<file path="src/rtl/cbal_pkg.sv">
package cbal_pkg;
  localparam int unsigned CELLS_DEF   = 5;
  localparam int unsigned FRAME_MS    = 400;
  localparam int unsigned QFRAME_MS   = 100;
  localparam int unsigned MEAS_MS     = 50;
  localparam int unsigned DLY_W_DEF   = 4;

  typedef enum logic {
    MODE_NORMAL = 1'b0,
    MODE_QUICK  = 1'b1
  } frame_mode_e;
endpackage

</file>
<file path="src/rtl/cbal_timer.sv">
module cbal_timer
  import cbal_pkg::*;
#(
  parameter int unsigned NORM_MS = FRAME_MS,
  parameter int unsigned QUICK_MS = QFRAME_MS,
  parameter int unsigned WIN_MS  = MEAS_MS
) (
  input  logic clk,
  input  logic rst_n,
  input  logic ms_tick,
  input  logic quick_req,
  output logic meas_end,
  output logic frame_end
);
  localparam int unsigned PH_W = $clog2(NORM_MS);

  logic        sync1_q, sync2_q;
  frame_mode_e mode_q, mode_d;
  logic [PH_W-1:0] phase_q, phase_d, last_ph;

  assign last_ph   = (mode_q == MODE_QUICK) ? PH_W'(QUICK_MS - 1) : PH_W'(NORM_MS - 1);
  assign frame_end = ms_tick && (phase_q == last_ph);
  assign meas_end  = ms_tick && (phase_q == PH_W'(WIN_MS - 1));

  always_comb begin
    phase_d = phase_q;
    mode_d  = mode_q;
    if (ms_tick) begin
      if (frame_end) begin
        phase_d = '0;
        mode_d  = sync2_q ? MODE_QUICK : MODE_NORMAL;
      end else begin
        phase_d = phase_q + 1'b1;
      end
    end
  end

  always_ff @(posedge clk or negedge rst_n) begin
    if (!rst_n) begin
      sync1_q <= 1'b0;
      sync2_q <= 1'b0;
      mode_q  <= MODE_NORMAL;
      phase_q <= '0;
    end else begin
      sync1_q <= quick_req;
      sync2_q <= sync1_q;
      if (ms_tick) begin
        mode_q  <= mode_d;
        phase_q <= phase_d;
      end
    end
  end
endmodule

</file>
<file path="src/rtl/cbal_cell.sv">
module cbal_cell #(
  parameter int unsigned DLY_W = 4
) (
  input  logic             clk,
  input  logic             rst_n,
  input  logic             smp,
  input  logic             present,
  input  logic             det,
  input  logic             rel,
  input  logic [DLY_W-1:0] dly,
  output logic             elig_nxt,
  output logic             elig
);
  logic [DLY_W-1:0] cnt_q, cnt_d;
  logic             elig_q;

  always_comb begin
    cnt_d    = cnt_q;
    elig_nxt = elig_q;
    if (!present) begin
      cnt_d    = '0;
      elig_nxt = 1'b0;
    end else if (smp) begin
      if (elig_q) begin
        if (rel) begin
          elig_nxt = 1'b0;
          cnt_d    = '0;
        end
      end else if (det) begin
        if (cnt_q >= dly) begin
          elig_nxt = 1'b1;
          cnt_d    = '0;
        end else begin
          cnt_d = cnt_q + 1'b1;
        end
      end else begin
        cnt_d = '0;
      end
    end
  end

  always_ff @(posedge clk or negedge rst_n) begin
    if (!rst_n) begin
      cnt_q  <= '0;
      elig_q <= 1'b0;
    end else begin
      cnt_q  <= cnt_d;
      elig_q <= elig_nxt;
    end
  end

  assign elig = elig_q;
endmodule

</file>
<file path="src/rtl/cbal_rr_pick.sv">
module cbal_rr_pick #(
  parameter int unsigned NCELL = 5,
  parameter int unsigned IDX_W = 3,
  parameter int unsigned CNT_W = 3
) (
  input  logic [NCELL-1:0] elig,
  input  logic [IDX_W-1:0] last_idx,
  input  logic [CNT_W-1:0] cell_cnt,
  output logic             grant_vld,
  output logic [IDX_W-1:0] grant_idx
);
  localparam int unsigned C_W = (IDX_W > CNT_W) ? IDX_W : CNT_W;

  logic [C_W-1:0] cand;

  always_comb begin
    grant_vld = 1'b0;
    grant_idx = '0;
    cand      = C_W'(last_idx);
    for (int k = 0; k < NCELL; k++) begin
      if ({1'b0, cand} + 1'b1 >= {1'b0, C_W'(cell_cnt)}) cand = '0;
      else                                                cand = cand + 1'b1;
      if (!grant_vld && (int'(cand) < NCELL) && elig[cand]) begin
        grant_vld = 1'b1;
        grant_idx = IDX_W'(cand);
      end
    end
  end
endmodule

</file>
<file path="src/rtl/cbal_sched.sv">
module cbal_sched
  import cbal_pkg::*;
#(
  parameter int unsigned NCELL   = CELLS_DEF,
  parameter int unsigned DLY_W   = DLY_W_DEF,
  parameter int unsigned NORM_MS = FRAME_MS,
  parameter int unsigned QUICK_MS = QFRAME_MS,
  parameter int unsigned WIN_MS  = MEAS_MS,
  localparam int unsigned IDX_W  = $clog2(NCELL + 1),
  localparam int unsigned CNT_W  = $clog2(NCELL + 1)
) (
  input  logic             clk,
  input  logic             rst_n,
  input  logic             ms_tick,
  input  logic [CNT_W-1:0] cell_cnt,
  input  logic [DLY_W-1:0] dly_sel,
  input  logic             quick_req,
  input  logic [NCELL-1:0] bal_det,
  input  logic [NCELL-1:0] bal_rel,
  output logic [NCELL-1:0] sw_en,
  output logic             sample_stb,
  output logic [IDX_W-1:0] act_idx
);
  localparam logic [IDX_W-1:0] IDX_NONE = '1;

  logic             meas_end, frame_end;
  logic [NCELL-1:0] elig_nxt, elig_cur;
  logic             grant_vld;
  logic [IDX_W-1:0] grant_idx;

  logic [NCELL-1:0] sw_q, sw_d;
  logic [IDX_W-1:0] idx_q, idx_d, last_q, last_d;
  logic             stb_q;

  cbal_timer #(.NORM_MS(NORM_MS), .QUICK_MS(QUICK_MS), .WIN_MS(WIN_MS)) u_timer (
    .clk       (clk),
    .rst_n     (rst_n),
    .ms_tick   (ms_tick),
    .quick_req (quick_req),
    .meas_end  (meas_end),
    .frame_end (frame_end)
  );

  for (genvar g = 0; g < NCELL; g++) begin : g_cell
    cbal_cell #(.DLY_W(DLY_W)) u_cell (
      .clk      (clk),
      .rst_n    (rst_n),
      .smp      (meas_end),
      .present  (CNT_W'(g) < cell_cnt),
      .det      (bal_det[g]),
      .rel      (bal_rel[g]),
      .dly      (dly_sel),
      .elig_nxt (elig_nxt[g]),
      .elig     (elig_cur[g])
    );
  end

  cbal_rr_pick #(.NCELL(NCELL), .IDX_W(IDX_W), .CNT_W(CNT_W)) u_pick (
    .elig      (elig_nxt),
    .last_idx  (last_q),
    .cell_cnt  (cell_cnt),
    .grant_vld (grant_vld),
    .grant_idx (grant_idx)
  );

  always_comb begin
    sw_d   = sw_q;
    idx_d  = idx_q;
    last_d = last_q;
    if (frame_end) begin
      sw_d  = '0;
      idx_d = IDX_NONE;
    end else if (meas_end) begin
      if (grant_vld) begin
        sw_d   = NCELL'(1) << grant_idx;
        idx_d  = grant_idx;
        last_d = grant_idx;
      end else begin
        sw_d  = '0;
        idx_d = IDX_NONE;
      end
    end
  end

  always_ff @(posedge clk or negedge rst_n) begin
    if (!rst_n) begin
      sw_q   <= '0;
      idx_q  <= IDX_NONE;
      last_q <= IDX_W'(NCELL - 1);
      stb_q  <= 1'b0;
    end else begin
      stb_q <= meas_end;
      if (frame_end || meas_end) begin
        sw_q   <= sw_d;
        idx_q  <= idx_d;
        last_q <= last_d;
      end
    end
  end

  assign sw_en      = sw_q;
  assign act_idx    = idx_q;
  assign sample_stb = stb_q;
endmodule

</file>
<file path="config.mk">
export PLATFORM = sky130hd
export DESIGN_NAME = cbal_sched
export DESIGN_NICKNAME = d
export VERILOG_FILES = /design/src/rtl/cbal_pkg.sv /design/src/rtl/cbal_timer.sv /design/src/rtl/cbal_cell.sv /design/src/rtl/cbal_rr_pick.sv /design/src/rtl/cbal_sched.sv
export SDC_FILE = /design/constraint.sdc
export NUM_CORES = 1
export LEC_CHECK = 0
export BUFFER_PORTS_ARGS = -buffer_cell sky130_fd_sc_hd__buf_4
export CAP_MARGIN = 40
export CORE_MARGIN = 5
export CORE_UTILIZATION = 45
export CTS_BUF_LIST = sky130_fd_sc_hd__clkbuf_4
export DETAILED_ROUTE_END_ITERATION = 10
export GPL_TIMING_DRIVEN = 0
export PLACE_DENSITY_LB_ADDON = 0.25
export SYNTH_ARGS = -nofsm -noshare
export SYNTH_HDL_FRONTEND = slang
export SYNTH_SLANG_ARGS = --single-unit
export TNS_END_PERCENT = 5
</file>
<file path="constraint.sdc">
create_clock -name clk -period 24.2 [get_ports clk]
set_input_delay 3.63 -clock clk [delete_from_list [all_inputs] [get_ports clk]]
set_output_delay 3.63 -clock clk [all_outputs]
set_load 0.02 [all_outputs]
</file>
==> impl_metrics.ini <==
[drt]
drt_iter0_drc = 238
route.detailed.drc = 0
ant_nets = 0
vias_per_cell = 5.98
drt-wirelength-per-cell_um = 16.7
vias = 3736
drt_wl_total_um = 10500
first_pass_iters = 4

[pwr]
p_int_mw = 0.215
netSwitchingFraction_pct = 47.1
p_leak_nw = 2.14
power_density_mw_per_mm2 = 89.5
power_mw = 0.407
switching_power_mw = 0.192
clockPowerShare_pct = 12.5
seqPwrFrac_pct = 25.6
power.share.combinational_pct = 61.9
ir_worst_vdd_mv = 0.0410

[worst_setup_path]
worstPathRequired_ps = 24510
r2r_cells = 44
timing.rr.start = last_q[0]
critical_path_class = input pin to flip-flop
arrival_ps = 12940
r2r_slack_ps = 14160
cp_max_fo = 9
cpMaxStageDelayCell = or3b_1
cpMostUsedCell = ha_1
reg2reg_to = act_idx[1]
critPathCaptureType = flip-flop
cp-startpoint = cell_cnt[2]
worstSetupStartpointType = input pin
crit_path_max_incr_delay_ps = 420

[die]
start_util_pct = 45.5
die-area_sq_mm = 0.0112
core-area_sq_mm = 0.00906
die_w_um = 106
rows = 35
die_y_um = 106
io_pins = 30

[cts]
post-cts-setup-buffers = 0
cts.sinks = 49
cts_tree = yes
cts_resized = 0
htreeDepth = 2
cts_buffer_depth = 2
ctsRootBufferMaster = clkbuf_4
clkLatencyLatePin_ps = 380
numCtsBuffers = 5
clk_pin_slew_ps = 150
cts_hold_buf = 0

[global_routing]
track_usage_pct = 19.3
grt_pass1_wl_um = 17900
grt_max_degree = 50
antenna_found_initial = 0
grt_overflow = 0
grt_pass1_vias = 3688

[timing]
whs_ps = 354
fmaxAchievable_ghz = 0.0792
finalSetupViolCount = 0
period_needed_ps = 12620
slew_headroom_pct = 46.5
maxSlewViolCount = 0
rsz0062_at_grt = no
hold_viol = 0
setup_tns_ps = 0
clock_skew_ps = 29.1
tightest_slew_ps = 791
period_share_pct = 52.2

[yosys]
syn-num-nets = 546
ys_seq_area_share_pct = 29.9
synth.distinct_cells = 81
syn_area_sq_mm = 0.00412
ys_seq_elements = 49
syn_inst = 478
synth-edff-count = 0
syn_avg_cell_area_sq_um = 8.62
async_reset_ff_share_pct = 100
synth_ff_type = dfrtp_1
ys_warn_count = 0

[run]
cap_violations = 0

[finish]
layout.nets = 581
num_antenna_cells = 0
n_fill_cell = 861
final_cells = 625
layout_common_cells = 47 x ha_1, 45 x dfrtp_1, 43 x nand2_1, 36 x o21ai_0
area_growth_syn_to_layout_pct = 10.4
layout_commonest_cell = ha_1
drive_gt1_share_pct = 15.0

[hold_path]
holdCritPathClass = flip-flop to flip-flop
min_from = u_timer.sync1_q
hold_end = u_timer.sync2_q
hold_path_depth = 0

[placement]
place_congestion = 0.864
place_inst = 617
numPortBuffers = 28
dp_hpwl_um = 8010

[status]
outcome = finished clean
worst max-delay path, delay by kind of cell:
kind	cells	cell delay, ps
AO/OA/AOI/OAI	15	3510
buffers and inverters	9	1440
adder cells (fa/ha/maj)	9	2360
AND/OR/NAND/NOR	10	1800
XOR/XNOR	1	170
area by class of cell:
cell class                 instances  area (sq um)  area share [%]
clock buffer                       6          45.0           0.990
tap                              111           139            3.05
buffer                             6          31.3           0.688
multi-input combinational        388          2730            59.9
sequential                        49          1230            27.1
timing repair buffer              28           210            4.62
clock inverter                     2          35.0           0.770
inverter                          35           131            2.89
power by group through the flow:
stage / sequential, mW / clock, mW / combinational (mW)
floorplan: 0.105 / 0 / 0.191
global placement: 0.105 / 0 / 0.240
detailed placement: 0.106 / 0 / 0.246
CTS: 0.104 / 0.0526 / 0.248
global route: 0.106 / 0.0559 / 0.281
finish: 0.104 / 0.0509 / 0.252
how the worst max path moves through the flow:
stage,endpoint,slack [ps],cells past startpoint
4_1_cts,act_idx[1],11790,44
5_1_grt,act_idx[1],10860,44
3_5_place_dp,act_idx[1],11450,44
2_1_floorplan,act_idx[1],13240,43
3_3_place_gp,act_idx[1],11640,44
6_report,act_idx[1],11580,44
metal layers:
layer,track usage [%],vias up,wire length (um)
met5,0,-,0
met4,4.35,0,136
met3,3.18,13,371
met2,31.1,64,4880
met1,27.1,1809,5080
li1,-,1850,-
synthesized netlist by cell type, types with 3 or more instances:
library cell / count / area [sq um]
clkbuf_1: 4 / 15.0
o21ai_0: 36 / 180
a31oi_1: 7 / 43.8
mux2_2: 4 / 45.0
ha_1: 47 / 588
a211oi_1: 5 / 37.5
nor2_1: 32 / 120
nor2b_1: 3 / 18.8
nand4_1: 5 / 31.3
a21o_1: 7 / 52.6
nand3_1: 15 / 75.1
nor3_1: 16 / 80.1
a22o_1: 6 / 52.6
o2111ai_1: 4 / 35.0
o211ai_1: 10 / 75.1
or2_2: 6 / 37.5
xor2_1: 7 / 61.3
nand2b_1: 15 / 93.8
or3_1: 4 / 25.0
o31ai_1: 3 / 22.5
nand3b_1: 3 / 22.5
a2111o_1: 6 / 67.6
dfstp_2: 4 / 105
o21a_1: 5 / 37.5
o21ai_1: 3 / 15.0
inv_1: 32 / 120
nand2_1: 43 / 161
nor4_1: 3 / 18.8
dfrtp_1: 45 / 1130
and2_1: 4 / 25.0
o22ai_1: 3 / 18.8
xnor2_1: 3 / 26.3
a21oi_1: 32 / 160
state kept, by name, summed over array words and instances (netlist names):
name,count
u_timer.mode_q,1
sw_en,5
u_timer.phase_q,9
sample_stb,1
act_idx,3
g_cell.u_cell.elig,5
u_timer.sync1_q,1
last_q,3
u_timer.sync2_q,1
g_cell.u_cell.cnt_q,20
per-stage QoR:
step / cell area (sq um) / setup slack (ps) / utilization [%]
2_1_floorplan: 4120 / 13240 / -
3_3_place_gp: 4470 / 11640 / 49.3
3_5_place_dp: 4470 / 11450 / 49.3
4_1_cts: 4550 / 11790 / 50.2
5_1_grt: 4550 / 10860 / 50.2
6_report: 4550 / 11580 / 50.2
kinds of logic (layout without fill, tap and decap cells):
family	after synthesis	in the layout	share of synthesized area (%)
and+or+nand+nor	171	171	22.3
adders and majority gates	47	47	14.3
xor gates and xnor gates	10	10	2.13
buffers and inverters	41	77	3.95
DFF	49	49	29.9
muxes	4	4	1.09
AOI/OAI and AO/OA	156	156	26.4
Note: power is estimated with default switching activity, not from simulation.
